`config.mk`:
```
export PLATFORM = sky130hd
export DESIGN_NAME = pxp_i2c_slave
export DESIGN_NICKNAME = d
export VERILOG_FILES = /design/src/rtl/pxp_i2c_pkg.sv /design/src/rtl/pxp_sync.sv /design/src/rtl/pxp_i2c_cond.sv /design/src/rtl/pxp_i2c_slave.sv
export SDC_FILE = /design/constraint.sdc
export NUM_CORES = 1
export LEC_CHECK = 0
export BUFFER_PORTS_ARGS = -buffer_cell sky130_fd_sc_hd__clkbuf_2
export CAP_MARGIN = 10
export CORE_MARGIN = 2
export CORE_UTILIZATION = 35
export DETAILED_ROUTE_END_ITERATION = 16
export PLACE_DENSITY_LB_ADDON = 0.15
export SYNTH_ARGS = -nofsm -noshare
export SYNTH_HDL_FRONTEND = slang
export SYNTH_SLANG_ARGS = --single-unit
```
`constraint.sdc`:
```
create_clock -name clk -period 2.2 [get_ports clk]
set_clock_uncertainty 0.15 [all_clocks]
set_input_delay 0.33 -clock clk [delete_from_list [all_inputs] [get_ports clk]]
set_output_delay 0.33 -clock clk [all_outputs]
set_load 0.03 [all_outputs]
```
`src/rtl/pxp_i2c_pkg.sv`:
```
package pxp_i2c_pkg;

    localparam int BYTE_W    = 8;
    localparam int BIT_CNT_W = $clog2(BYTE_W);

    typedef enum logic [3:0] {
        PH_IDLE,
        PH_ADDR,
        PH_ADDR_END,
        PH_ACK,
        PH_WR,
        PH_WR_END,
        PH_RD,
        PH_RD_MACK,
        PH_RD_MEND,
        PH_HOLD
    } phase_e;

    typedef struct packed {
        phase_e                 phase;
        logic [BYTE_W-1:0]      shreg;
        logic [BIT_CNT_W-1:0]   bcnt;
        logic                   rw;
        logic                   sel;
        logic                   oe;
        logic                   wvld;
        logic                   rreq;
        logic                   mnak;
    } core_t;

endpackage

```
`src/rtl/pxp_sync.sv`:
```
module pxp_sync #(
    parameter int               WIDTH   = 2,
    parameter int               STAGES  = 2,
    parameter logic [WIDTH-1:0] RST_VAL = '1
) (
    input  logic             clk,
    input  logic             rst_n,
    input  logic [WIDTH-1:0] d_i,
    output logic [WIDTH-1:0] q_o
);

    logic [STAGES-1:0][WIDTH-1:0] pipe_d, pipe_q;

    always_comb begin
        pipe_d[0] = d_i;
        for (int s = 1; s < STAGES; s++) begin
            pipe_d[s] = pipe_q[s-1];
        end
    end

    always_ff @(posedge clk or negedge rst_n) begin
        if (!rst_n) pipe_q <= {STAGES{RST_VAL}};
        else        pipe_q <= pipe_d;
    end

    assign q_o = pipe_q[STAGES-1];

endmodule

```
`src/rtl/pxp_i2c_cond.sv`:
```
module pxp_i2c_cond (
    input  logic clk,
    input  logic rst_n,
    input  logic scl_s,
    input  logic sda_s,
    output logic scl_rise,
    output logic scl_fall,
    output logic start_det,
    output logic stop_det
);

    typedef struct packed {
        logic scl;
        logic sda;
    } prev_t;

    prev_t prev_d, prev_q;

    always_comb begin
        prev_d.scl = scl_s;
        prev_d.sda = sda_s;
    end

    always_ff @(posedge clk or negedge rst_n) begin
        if (!rst_n) prev_q <= '{scl: 1'b1, sda: 1'b1};
        else        prev_q <= prev_d;
    end

    // Conditions need SCL high on both samples; SDA moving in between marks them.
    assign scl_rise  = !prev_q.scl &&  scl_s;
    assign scl_fall  =  prev_q.scl && !scl_s;
    assign start_det =  prev_q.scl &&  scl_s &&  prev_q.sda && !sda_s;
    assign stop_det  =  prev_q.scl &&  scl_s && !prev_q.sda &&  sda_s;

endmodule

```
`src/rtl/pxp_i2c_slave.sv`:
```
module pxp_i2c_slave
    import pxp_i2c_pkg::*;
#(
    parameter int                            ADDR_W      = 7,
    parameter int                            STRAP_W     = 3,
    parameter logic [ADDR_W-STRAP_W-1:0]     DEV_PREFIX  = 4'b0011,
    parameter int                            SYNC_STAGES = 2
) (
    input  logic               clk,
    input  logic               rst_n,
    input  logic               scl_i,
    input  logic               sda_i,
    input  logic [STRAP_W-1:0] dev_sel,
    output logic               sda_oe,
    output logic               selected,
    output logic               rw_dir,
    output logic [BYTE_W-1:0]  wr_data,
    output logic               wr_valid,
    input  logic [BYTE_W-1:0]  rd_data,
    output logic               rd_req
);

    localparam logic [BIT_CNT_W-1:0] LAST_BIT = BIT_CNT_W'(BYTE_W - 1);

    logic [1:0] line_s;
    logic       scl_s, sda_s;
    logic       scl_rise, scl_fall, start_det, stop_det;
    logic       addr_hit;

    pxp_sync #(
        .WIDTH   (2),
        .STAGES  (SYNC_STAGES),
        .RST_VAL (2'b11)
    ) u_sync (
        .clk   (clk),
        .rst_n (rst_n),
        .d_i   ({scl_i, sda_i}),
        .q_o   (line_s)
    );

    assign scl_s = line_s[1];
    assign sda_s = line_s[0];

    pxp_i2c_cond u_cond (
        .clk       (clk),
        .rst_n     (rst_n),
        .scl_s     (scl_s),
        .sda_s     (sda_s),
        .scl_rise  (scl_rise),
        .scl_fall  (scl_fall),
        .start_det (start_det),
        .stop_det  (stop_det)
    );

    core_t cq, cd;

    assign addr_hit = (cq.shreg[BYTE_W-1 -: ADDR_W] == {DEV_PREFIX, dev_sel});

    always_comb begin
        cd      = cq;
        cd.wvld = 1'b0;
        cd.rreq = 1'b0;

        if (stop_det) begin
            cd.phase = PH_IDLE;
            cd.oe    = 1'b0;
            cd.sel   = 1'b0;
        end else if (start_det) begin
            // Fresh or repeated START: any partial byte is dropped here.
            cd.phase = PH_ADDR;
            cd.bcnt  = '0;
            cd.oe    = 1'b0;
            cd.sel   = 1'b0;
        end else begin
            unique case (cq.phase)
                PH_IDLE, PH_HOLD: ;
                PH_ADDR: begin
                    if (scl_rise) begin
                        cd.shreg = {cq.shreg[BYTE_W-2:0], sda_s};
                        cd.bcnt  = cq.bcnt + 1'b1;
                        if (cq.bcnt == LAST_BIT) cd.phase = PH_ADDR_END;
                    end
                end
                PH_ADDR_END: begin
                    if (scl_fall) begin
                        if (addr_hit) begin
                            cd.phase = PH_ACK;
                            cd.sel   = 1'b1;
                            cd.rw    = cq.shreg[0];
                            cd.oe    = 1'b1;
                        end else begin
                            cd.phase = PH_IDLE;
                        end
                    end
                end
                PH_ACK: begin
                    if (scl_fall) begin
                        cd.bcnt = '0;
                        if (cq.rw) begin
                            cd.phase = PH_RD;
                            cd.shreg = rd_data;
                            cd.oe    = !rd_data[BYTE_W-1];
                            cd.rreq  = 1'b1;
                        end else begin
                            cd.phase = PH_WR;
                            cd.oe    = 1'b0;
                        end
                    end
                end
                PH_WR: begin
                    if (scl_rise) begin
                        cd.shreg = {cq.shreg[BYTE_W-2:0], sda_s};
                        cd.bcnt  = cq.bcnt + 1'b1;
                        if (cq.bcnt == LAST_BIT) cd.phase = PH_WR_END;
                    end
                end
                PH_WR_END: begin
                    if (scl_fall) begin
                        cd.phase = PH_ACK;
                        cd.oe    = 1'b1;
                        cd.wvld  = 1'b1;
                    end
                end
                PH_RD: begin
                    if (scl_fall) begin
                        if (cq.bcnt == LAST_BIT) begin
                            cd.phase = PH_RD_MACK;
                            cd.oe    = 1'b0;
                        end else begin
                            cd.bcnt  = cq.bcnt + 1'b1;
                            cd.shreg = {cq.shreg[BYTE_W-2:0], 1'b0};
                            cd.oe    = !cq.shreg[BYTE_W-2];
                        end
                    end
                end
                PH_RD_MACK: begin
                    if (scl_rise) begin
                        cd.mnak  = sda_s;
                        cd.phase = PH_RD_MEND;
                    end
                end
                PH_RD_MEND: begin
                    if (scl_fall) begin
                        if (cq.mnak) begin
                            cd.phase = PH_HOLD;
                        end else begin
                            cd.phase = PH_RD;
                            cd.bcnt  = '0;
                            cd.shreg = rd_data;
                            cd.oe    = !rd_data[BYTE_W-1];
                            cd.rreq  = 1'b1;
                        end
                    end
                end
                default: cd.phase = PH_IDLE;
            endcase
        end
    end

    always_ff @(posedge clk or negedge rst_n) begin
        if (!rst_n) begin
            cq <= '{phase: PH_IDLE, default: '0};
        end else begin
            cq <= cd;
        end
    end

    assign sda_oe   = cq.oe;
    assign selected = cq.sel;
    assign rw_dir   = cq.rw;
    assign wr_data  = cq.shreg;
    assign wr_valid = cq.wvld;
    assign rd_req   = cq.rreq;

endmodule

```
# After elaboration in Yosys (flattened, before gate mapping)
# Index checks and enable logic that the tools add are counted.
[classes]
addsub = 1
mul = 0
div_mod_pow = 0
n_lt_le_gt_ge = 0
eq_ne = 40
shift = 0
muxes = 45
n_bitwise = 2
reduce_logical = 28
[ops]
columns = ["cell", "count"]
rows = [
  ["$mux 15", 5],
  ["$pmux 11 s5", 1],
  ["$ne 4x4->1 const B", 13],
  ["$mux 4", 9],
  ["$pmux 4 s9", 1],
  ["$ne 3x3->1 const B", 8],
  ["$mux 11", 2],
  ["$eq 4x3->1 const B", 4],
  ["$ne 2x2->1 const B", 8],
  ["$mux 1", 14],
  ["$mux 2", 7],
  ["$reduce_and 12->1", 1],
  ["$reduce_and 11->1", 1],
  ["$mux 3", 3],
  ["$reduce_and 9->1", 1],
  ["$reduce_bool 3->1", 3],
  ["$eq 4x2->1 const B", 2],
  ["$eq 4x4->1 const B", 2],
  ["$mux 8", 1],
  ["$reduce_and 8->1", 1],
  ["$eq 7x5->1", 1],
  ["$logic_and 1x1->1", 7],
  ["$reduce_bool 7->1", 1],
  ["$logic_not 1->1", 6],
  ["other kinds (13)", 14],
]
[totals]
regBits = 27
latchBits = 0
mem_bits_rw = 0
romBits = 0
out_inout_bits = 13
memories = 0

# Logic depth before layout (Yosys ltp)
# Gate-level depths: netlist of the first run.
[depth]
word_depth = 6
depth_mapped = 8

# Hierarchy
# From an unflattened synthesis of the first run, not the netlist that was laid out.
[hier_totals]
hier_cells = 179
hier_area_um2 = 1795.5
[by_module_without_submodules]
columns = ["module", "n_inst", "cells_per_inst", "area_each_um2", "seq_area_each_um2"]
rows = [
  ["pxp_i2c_slave", 1, 169, 1605.3, 525.5],
  ["pxp_sync", 1, 4, 105.1, 105.1],
  ["pxp_i2c_cond", 1, 6, 85.1, 52.6],
]

# Worst setup path before layout of the first run
# Ideal clock, no wire load.
[synth_timing]
path_kind = "register to register"
from = "register cq[6] (netlist bit)"
to = "register cq (netlist bit wr_data[0])"
setup_ns = 0.125
arrival_time_ns = 1.821
path_slack_ns = 0.104
stages_incl_launch_ff = 9
n_path_buf = 1
synth_period_minus_slack_ns = 2.096
cell_sequence = "dfrtp_1 ha_1 ha_1 nor3b_1 a2111oi_2 a21oi_2 and3b_1 buf_6 mux2_4"
[synth_between]
elab_chain_cells = 3
[synth_rtl]
columns = ["item", "line", "rtl"]
rows = [
  ["start, declared", "pxp_i2c_slave.sv:55", "core_t cq, cd;"],
  ["start signal, assigned", "pxp_i2c_slave.sv:162", "cq <= '{phase: PH_IDLE, default: '0};"],
  ["start signal, assigned", "pxp_i2c_slave.sv:164", "cq <= cd;"],
  ["$eq 3x3->1", "pxp_i2c_slave.sv:126", "if (cq.bcnt == LAST_BIT) begin"],
  ["$ne 2x2->1 (no line)", "--", ""],
  ["$reduce_and 11->1 (no line)", "--", ""],
]
# No other way between the ends.
# A chain may end at the register's enable or synchronous reset.

# Worst setup path after layout of the first run
[layout_timing]
from = "register cq[20] (netlist bit)"
to = "register cq (netlist bit wr_data[7])"
[layout_between]
elab_chain_cells = 3
elab_cells_between_ends = 16
[layout_rtl]
columns = ["item", "line", "rtl"]
rows = [
  ["$eq 4x4->1, or another cell as far along", "pxp_i2c_slave.sv:75", "unique case (cq.phase)"],
  ["$reduce_bool 5->1 (no line) / $ne 2x2->1 (equally long branches)", "--", ""],
  ["$reduce_and 11->1 (no line)", "--", ""],
]
# Parallel ways exist; a longest one is shown, timed or not.

==> results of run 1 <==
-- power by group --
| part | internal [mW] | leakage [nW] | switching [mW] |
|---|---|---|---|
| clock | 0.130 | 0.0228 | 0.154 |
| sequential | 0.624 | 0.338 | 0.126 |
| combinational | 0.687 | 0.665 | 0.625 |
| total | 1.44 | 1.03 | 0.905 |
-- per-stage QoR --
stage	worst slack [ns]	util	hold slack, ns
floorplan	0.104	-	-0.116
global placement	0.0591	0.430	0.197
detailed placement	0.0186	0.430	0.203
CTS	0.00144	0.445	0.216
global route	0.00452	0.451	0.223
finish	0.0816	0.451	0.214
-- cell type report --
cell class                 instances  area share
timing repair buffer              59       0.188
sequential                        27       0.299
multi-input combinational        122       0.445
inverter                           6      0.0109
tap                               70      0.0381
clock buffer                       4      0.0196
-- logic make-up after synthesis --
family                   Yosys count  share of synthesized area
buffers and inverters             24                     0.0869
AO/OA/AOI/OAI                     35                      0.164
flip-flops                        27                      0.368
multiplexers                      24                      0.160
XOR/XNOR                           6                     0.0283
adder cells (fa/ha/maj)            2                     0.0135
AND/OR/NAND/NOR                   55                      0.179
-- synth_stat cells, types with 5 or more instances --
master | instances | area [µm²]
nand2_1 | 14 | 52.6
dfrtp_1 | 21 | 526
mux2_4 | 9 | 135
mux2i_1 | 5 | 50.1
mux2_1 | 8 | 90.1
dfstp_2 | 6 | 158
buf_4 | 11 | 82.6
nor2b_1 | 5 | 31.3
nor2_1 | 7 | 26.3
-- registers in the layout (all words and copies together) (netlist names) --
register,count
u_sync.q_o,2
rd_req,1
wr_data,8
u_sync.pipe_d,2
rw_dir,1
sda_oe,1
cq,8
wr_valid,1
selected,1
u_cond.prev_q,2
-- layer usage --
metal  vias up  GRT usage  part of all wire
met5         -          0                 0
met4         0     0.0655             0.026
met3         9     0.0129             0.035
met2        41      0.261              0.49
met1       710      0.201              0.44
li1        715          -                 -
-- final timing paths --
path                                   from             to  slack [ns]  cells past startpoint
max                                  cq[20]     wr_data[7]        0.08                      7
min                        u_sync.pipe_d[2]  u_sync.q_o[0]        0.21                      0
max reg2reg                          cq[20]     wr_data[7]        0.08                      7
min reg2reg                u_sync.pipe_d[2]  u_sync.q_o[0]        0.21                      0
max in group asynchronous             rst_n         cq[19]        0.98                      2
min in group asynchronous             rst_n          cq[0]        0.46                      2
-- cell usage in the layout, fill, tap and decap left out, types with 4 or more instances in the layout --
cell / Yosys / final
mux2_1: 8 / 8
clkbuf_2: 0 / 27
a21oi_1: 4 / 4
nand4_1: 4 / 4
dfrtp_1: 21 / 18
nor2_1: 7 / 7
buf_12: 0 / 4
dfstp_2: 6 / 6
nand2_1: 14 / 14
mux2_4: 9 / 9
nor2b_1: 5 / 5
xnor2_1: 4 / 4
mux2i_1: 5 / 5
o22ai_1: 4 / 4
nor3_1: 4 / 4
buf_4: 11 / 25
-- timing repair --
item / CTS / global route
hold buffers: 3 / 0
hold endpoints to repair: 23 / 0
setup buffers: 0 / 2
setup endpoints to repair: 0 / 10
gates resized for setup: 0 / 7
==> results.txt, run 1 <==
Via-per-instance ratio -> 5.12
Main flop type after synthesis -> dfrtp_1
Clk_lat worst skew -> 0.27 ns
Min-delay worst type -> flip-flop to flip-flop
Tcrit/Tclk final -> 0.963
First-pass GRT wire length -> 7210 µm
Initial antenna violation count -> 0
CP max FO -> 8
Mapped Cells -> 173
FMAX -> 472 MHz
DRC viols -> 0
Largest net degree at the start of global routing -> 28
Via count -> 1475
Clock buffer depth -> 2
RSZ-0062 raised after global routing -> false
Grt ovf -> 0
Worst Setup Start Kind -> flip-flop
Slew @ Worst Pin -> 0.659 ns
CP max-delay cell -> dfrtp_2
Share of layout cells above drive strength 1 -> 0.450
DR pass1 iterations -> 4
Number of max-cap violations -> 0
Max_slew headroom -> 0.561
Leakage power -> 1.03 nW
Reg clk slew, reported paths -> 0.09 ns
# clock sinks -> 27
Placed insts -> 279
Synthesized area -> 0.00186 mm²
Total GRT Usage -> 0.154
DR iter-0 viols -> 50
Starting density of the core -> 0.364
DRT Wirelength -> 4400 µm
Cell area after layout -> 0.00230 mm²
Critical path data required time -> 2.21 ns
Vias in the first global route -> 1445
Core area -> 0.00511 mm²
Detail Route Antenna Nets -> 0
Port Buffer Count -> 27
Post-synth EDFFs -> 0
Slowest stage delay, CP -> 0.47 ns
Multi-input logic area -> 0.00102 mm²
Die Ht -> 76.8 µm
Gp weighted congestion -> 0.938
Post-layout total power -> 2.35 mW
Synth Register Bits -> 27
Total die area -> 0.00590 mm²
Final hold vios -> 0
Syn-to-layout area delta -> 23.9%
Status -> finished, final reports clean
Final Non-Filler Cells -> 288
Crit-path cells -> buf_12, nor4b_2, a2111oi_2, a21oi_2, and3b_2, buf_12, mux2_4
Synthesized net count -> 190
Post-DP Area -> 0.00220 mm²
Setup TNS -> 0 ns
Post-synthesis sequential area ratio -> 0.368
Final min period -> 2.12 ns
ANT cells -> 0
I/O Pins -> 28
Avg WL per Cell -> 15.3 µm
Post-DP HPWL -> 3410 µm
Power density cells -> 1020 mW/mm²
Root buf cell -> clkbuf_8
Synth warn -> 0
CP endpoint kind -> flip-flop
Most prevalent standard cell on the critical path -> buf_12
CTS tree -> built
Kind of critical path -> flip-flop to flip-flop
FFs w/ async S/R, synth -> 1.00
FF+latch area -> 687 µm²
Row count -> 26
Die Span X -> 76.8 µm
Peak supply drop -> 0.498 mV
Final net count -> 236
Setup Viol. Count Final -> 0
Buf/Inv on CP -> 2
Fill cell count -> 508
CTS Buf Count -> 3
Netlist cell types -> 61
Top Family by Delay on Critical Path -> flip-flops
Mean Syn Cell Area -> 10.7 µm²
CP Data Arrival Time -> 2.13 ns
Slew Viols, Final -> 0
Htree depth -> 1
Power figures use the tool's default switching activity.
==> run 2, diff against run 1 <==
- CTS_CLUSTER_DIAMETER: default -> 40
- SETUP_SLACK_MARGIN: default -> 0.3
- clock period: 2.2 -> 2.65 ns (I/O delays scaled with it)
==> results.txt, run 2 (same netlist as run 1, synthesis figures left out) <==
Status -> finished, violations left
Failing checks -> negative hold slack
Most common cell after layout, fill and taps aside -> clkbuf_2
Vias in the first global route -> 1409
Final min period -> 2.23 ns
Final net count -> 212
Uppermost layer routed -> met4
Htree depth -> 1
Final hold slack -> -0.00218 ns
Clk_lat worst skew -> 0.27 ns
CP Data Arrival Time -> 2.25 ns
Cell area after layout -> 0.00206 mm²
Kind of critical path -> flip-flop to flip-flop
FMAX -> 447 MHz
Top Family by Delay on Critical Path -> simple AND/OR/NAND/NOR gates
Slew @ Worst Pin -> 0.689 ns
Peak supply drop -> 0.466 mV
CTS Buf Count -> 3
Root buf cell -> clkbuf_8
Total die area -> 0.00590 mm²
ANT cells -> 0
Post-DP HPWL -> 3140 µm
Share of layout cells above drive strength 1 -> 0.381
Initial antenna violation count -> 0
CP max-delay cell -> dfrtp_1
Buf/Inv on CP -> 2
Max_slew headroom -> 0.540
Total GRT Usage -> 0.145
Number of max-cap violations -> 0
Reg clk slew, reported paths -> 0.10 ns
Hold Buf Count CTS -> 0
FF-to-FF path depth -> 7
Detail Route Antenna Nets -> 0
Critical path data required time -> 2.66 ns
DRT Wirelength -> 4100 µm
Die Ht -> 76.8 µm
Row count -> 26
CTS tree -> built
Met1 Routed Length -> 1850 µm
Setup TNS -> 0 ns
# clock sinks -> 27
Via-per-instance ratio -> 5.23
Min-delay worst type -> primary input to asynchronous set/reset pin
Clock buffer depth -> 2
Final hold vios -> 3
I/O Pins -> 28
Power density cells -> 862 mW/mm²
Avg WL per Cell -> 15.5 µm
Leakage power -> 0.896 nW
Slew Viols, Final -> 0
First-pass GRT wire length -> 6940 µm
DRC viols -> 0
Syn-to-layout area delta -> 10.8%
Setup Viol. Count Final -> 0
Most frequent cells in the layout -> 27 x clkbuf_2, 18 x dfrtp_1, 14 x nand2_1
Core area -> 0.00511 mm²
Die Span X -> 76.8 µm
Most prevalent standard cell on the critical path -> buf_4
DR pass1 iterations -> 4
Via count -> 1382
CP max FO -> 14
WL met2 -> 2020 µm
Gp weighted congestion -> 0.892
Worst Setup Start Kind -> flip-flop
Largest net degree at the start of global routing -> 28
Slowest stage delay, CP -> 0.53 ns
RSZ-0062 raised after global routing -> false
DR iter-0 viols -> 76
Grt ovf -> 0
Met3 wire length -> 204 µm
Port Buffer Count -> 27
Tcrit/Tclk final -> 0.843
Post-DP Area -> 0.00200 mm²
Starting density of the core -> 0.364
CP endpoint kind -> flip-flop
CP Depth -> 7
Crit-path cells -> buf_4, nor3b_1, o22ai_1, nand4_1, and3b_1, buf_4, mux2_4
[run 2: layer usage]
| metal | GRT usage | vias up |
|---|---|---|
| met2 | 0.240 | 42 |
| met5 | 0 | - |
| met3 | 0.0271 | 2 |
| met1 | 0.194 | 666 |
| met4 | 0.0400 | 0 |
| li1 | - | 672 |
[run 2: final timing paths]
kind / from / endpoint / slack (ns)
min in group clk: sda_i / u_sync.pipe_d[2] / 0.04
max: cq[18] / wr_data[0] / 0.42
max in group asynchronous: rst_n / cq[17] / 1.86
min: rst_n / selected / -0.002
min reg2reg: u_sync.pipe_d[2] / u_sync.q_o[0] / 0.21
max reg2reg: cq[18] / wr_data[0] / 0.42
[run 2: cell type report]
class | count | area [µm²]
Inverter | 6 | 25.0
Fill cell | 505 | 3050
Sequential cell | 27 | 687
Multi-Input combinational cell | 122 | 1020
Clock buffer | 4 | 45.0
Tap cell | 70 | 87.6
Timing Repair Buffer | 35 | 195
[run 2: stage by stage]
stage               hold WS [ns]  setup WS, ns  power [mW]   util  std cells
CTS                       0.0378         0.330        1.79  0.401        264
detailed placement         0.201         0.346        1.54  0.392        260
global route              0.0293         0.309        1.89  0.403        264
finish                  -0.00218         0.415        1.77  0.403        264
global placement           0.197         0.344        1.53  0.392        260
floorplan                -0.0481         0.554        1.43      -        173
[run 2: what timing repair did]
item                                   in CTS  in global routing
setup endpoints to repair                   0                  9
endpoints found under the hold margin       0                  0
setup buffers                               0                  0
resized for setup                           0                  4
[run 2: power breakdown]
group / total, mW / leakage [nW] / internal [mW] / switching, mW
clock network: 0.238 / 0.0228 / 0.108 / 0.130
logic: 0.892 / 0.535 / 0.429 / 0.462
registers: 0.644 / 0.338 / 0.518 / 0.126
total: 1.77 / 0.896 / 1.05 / 0.718
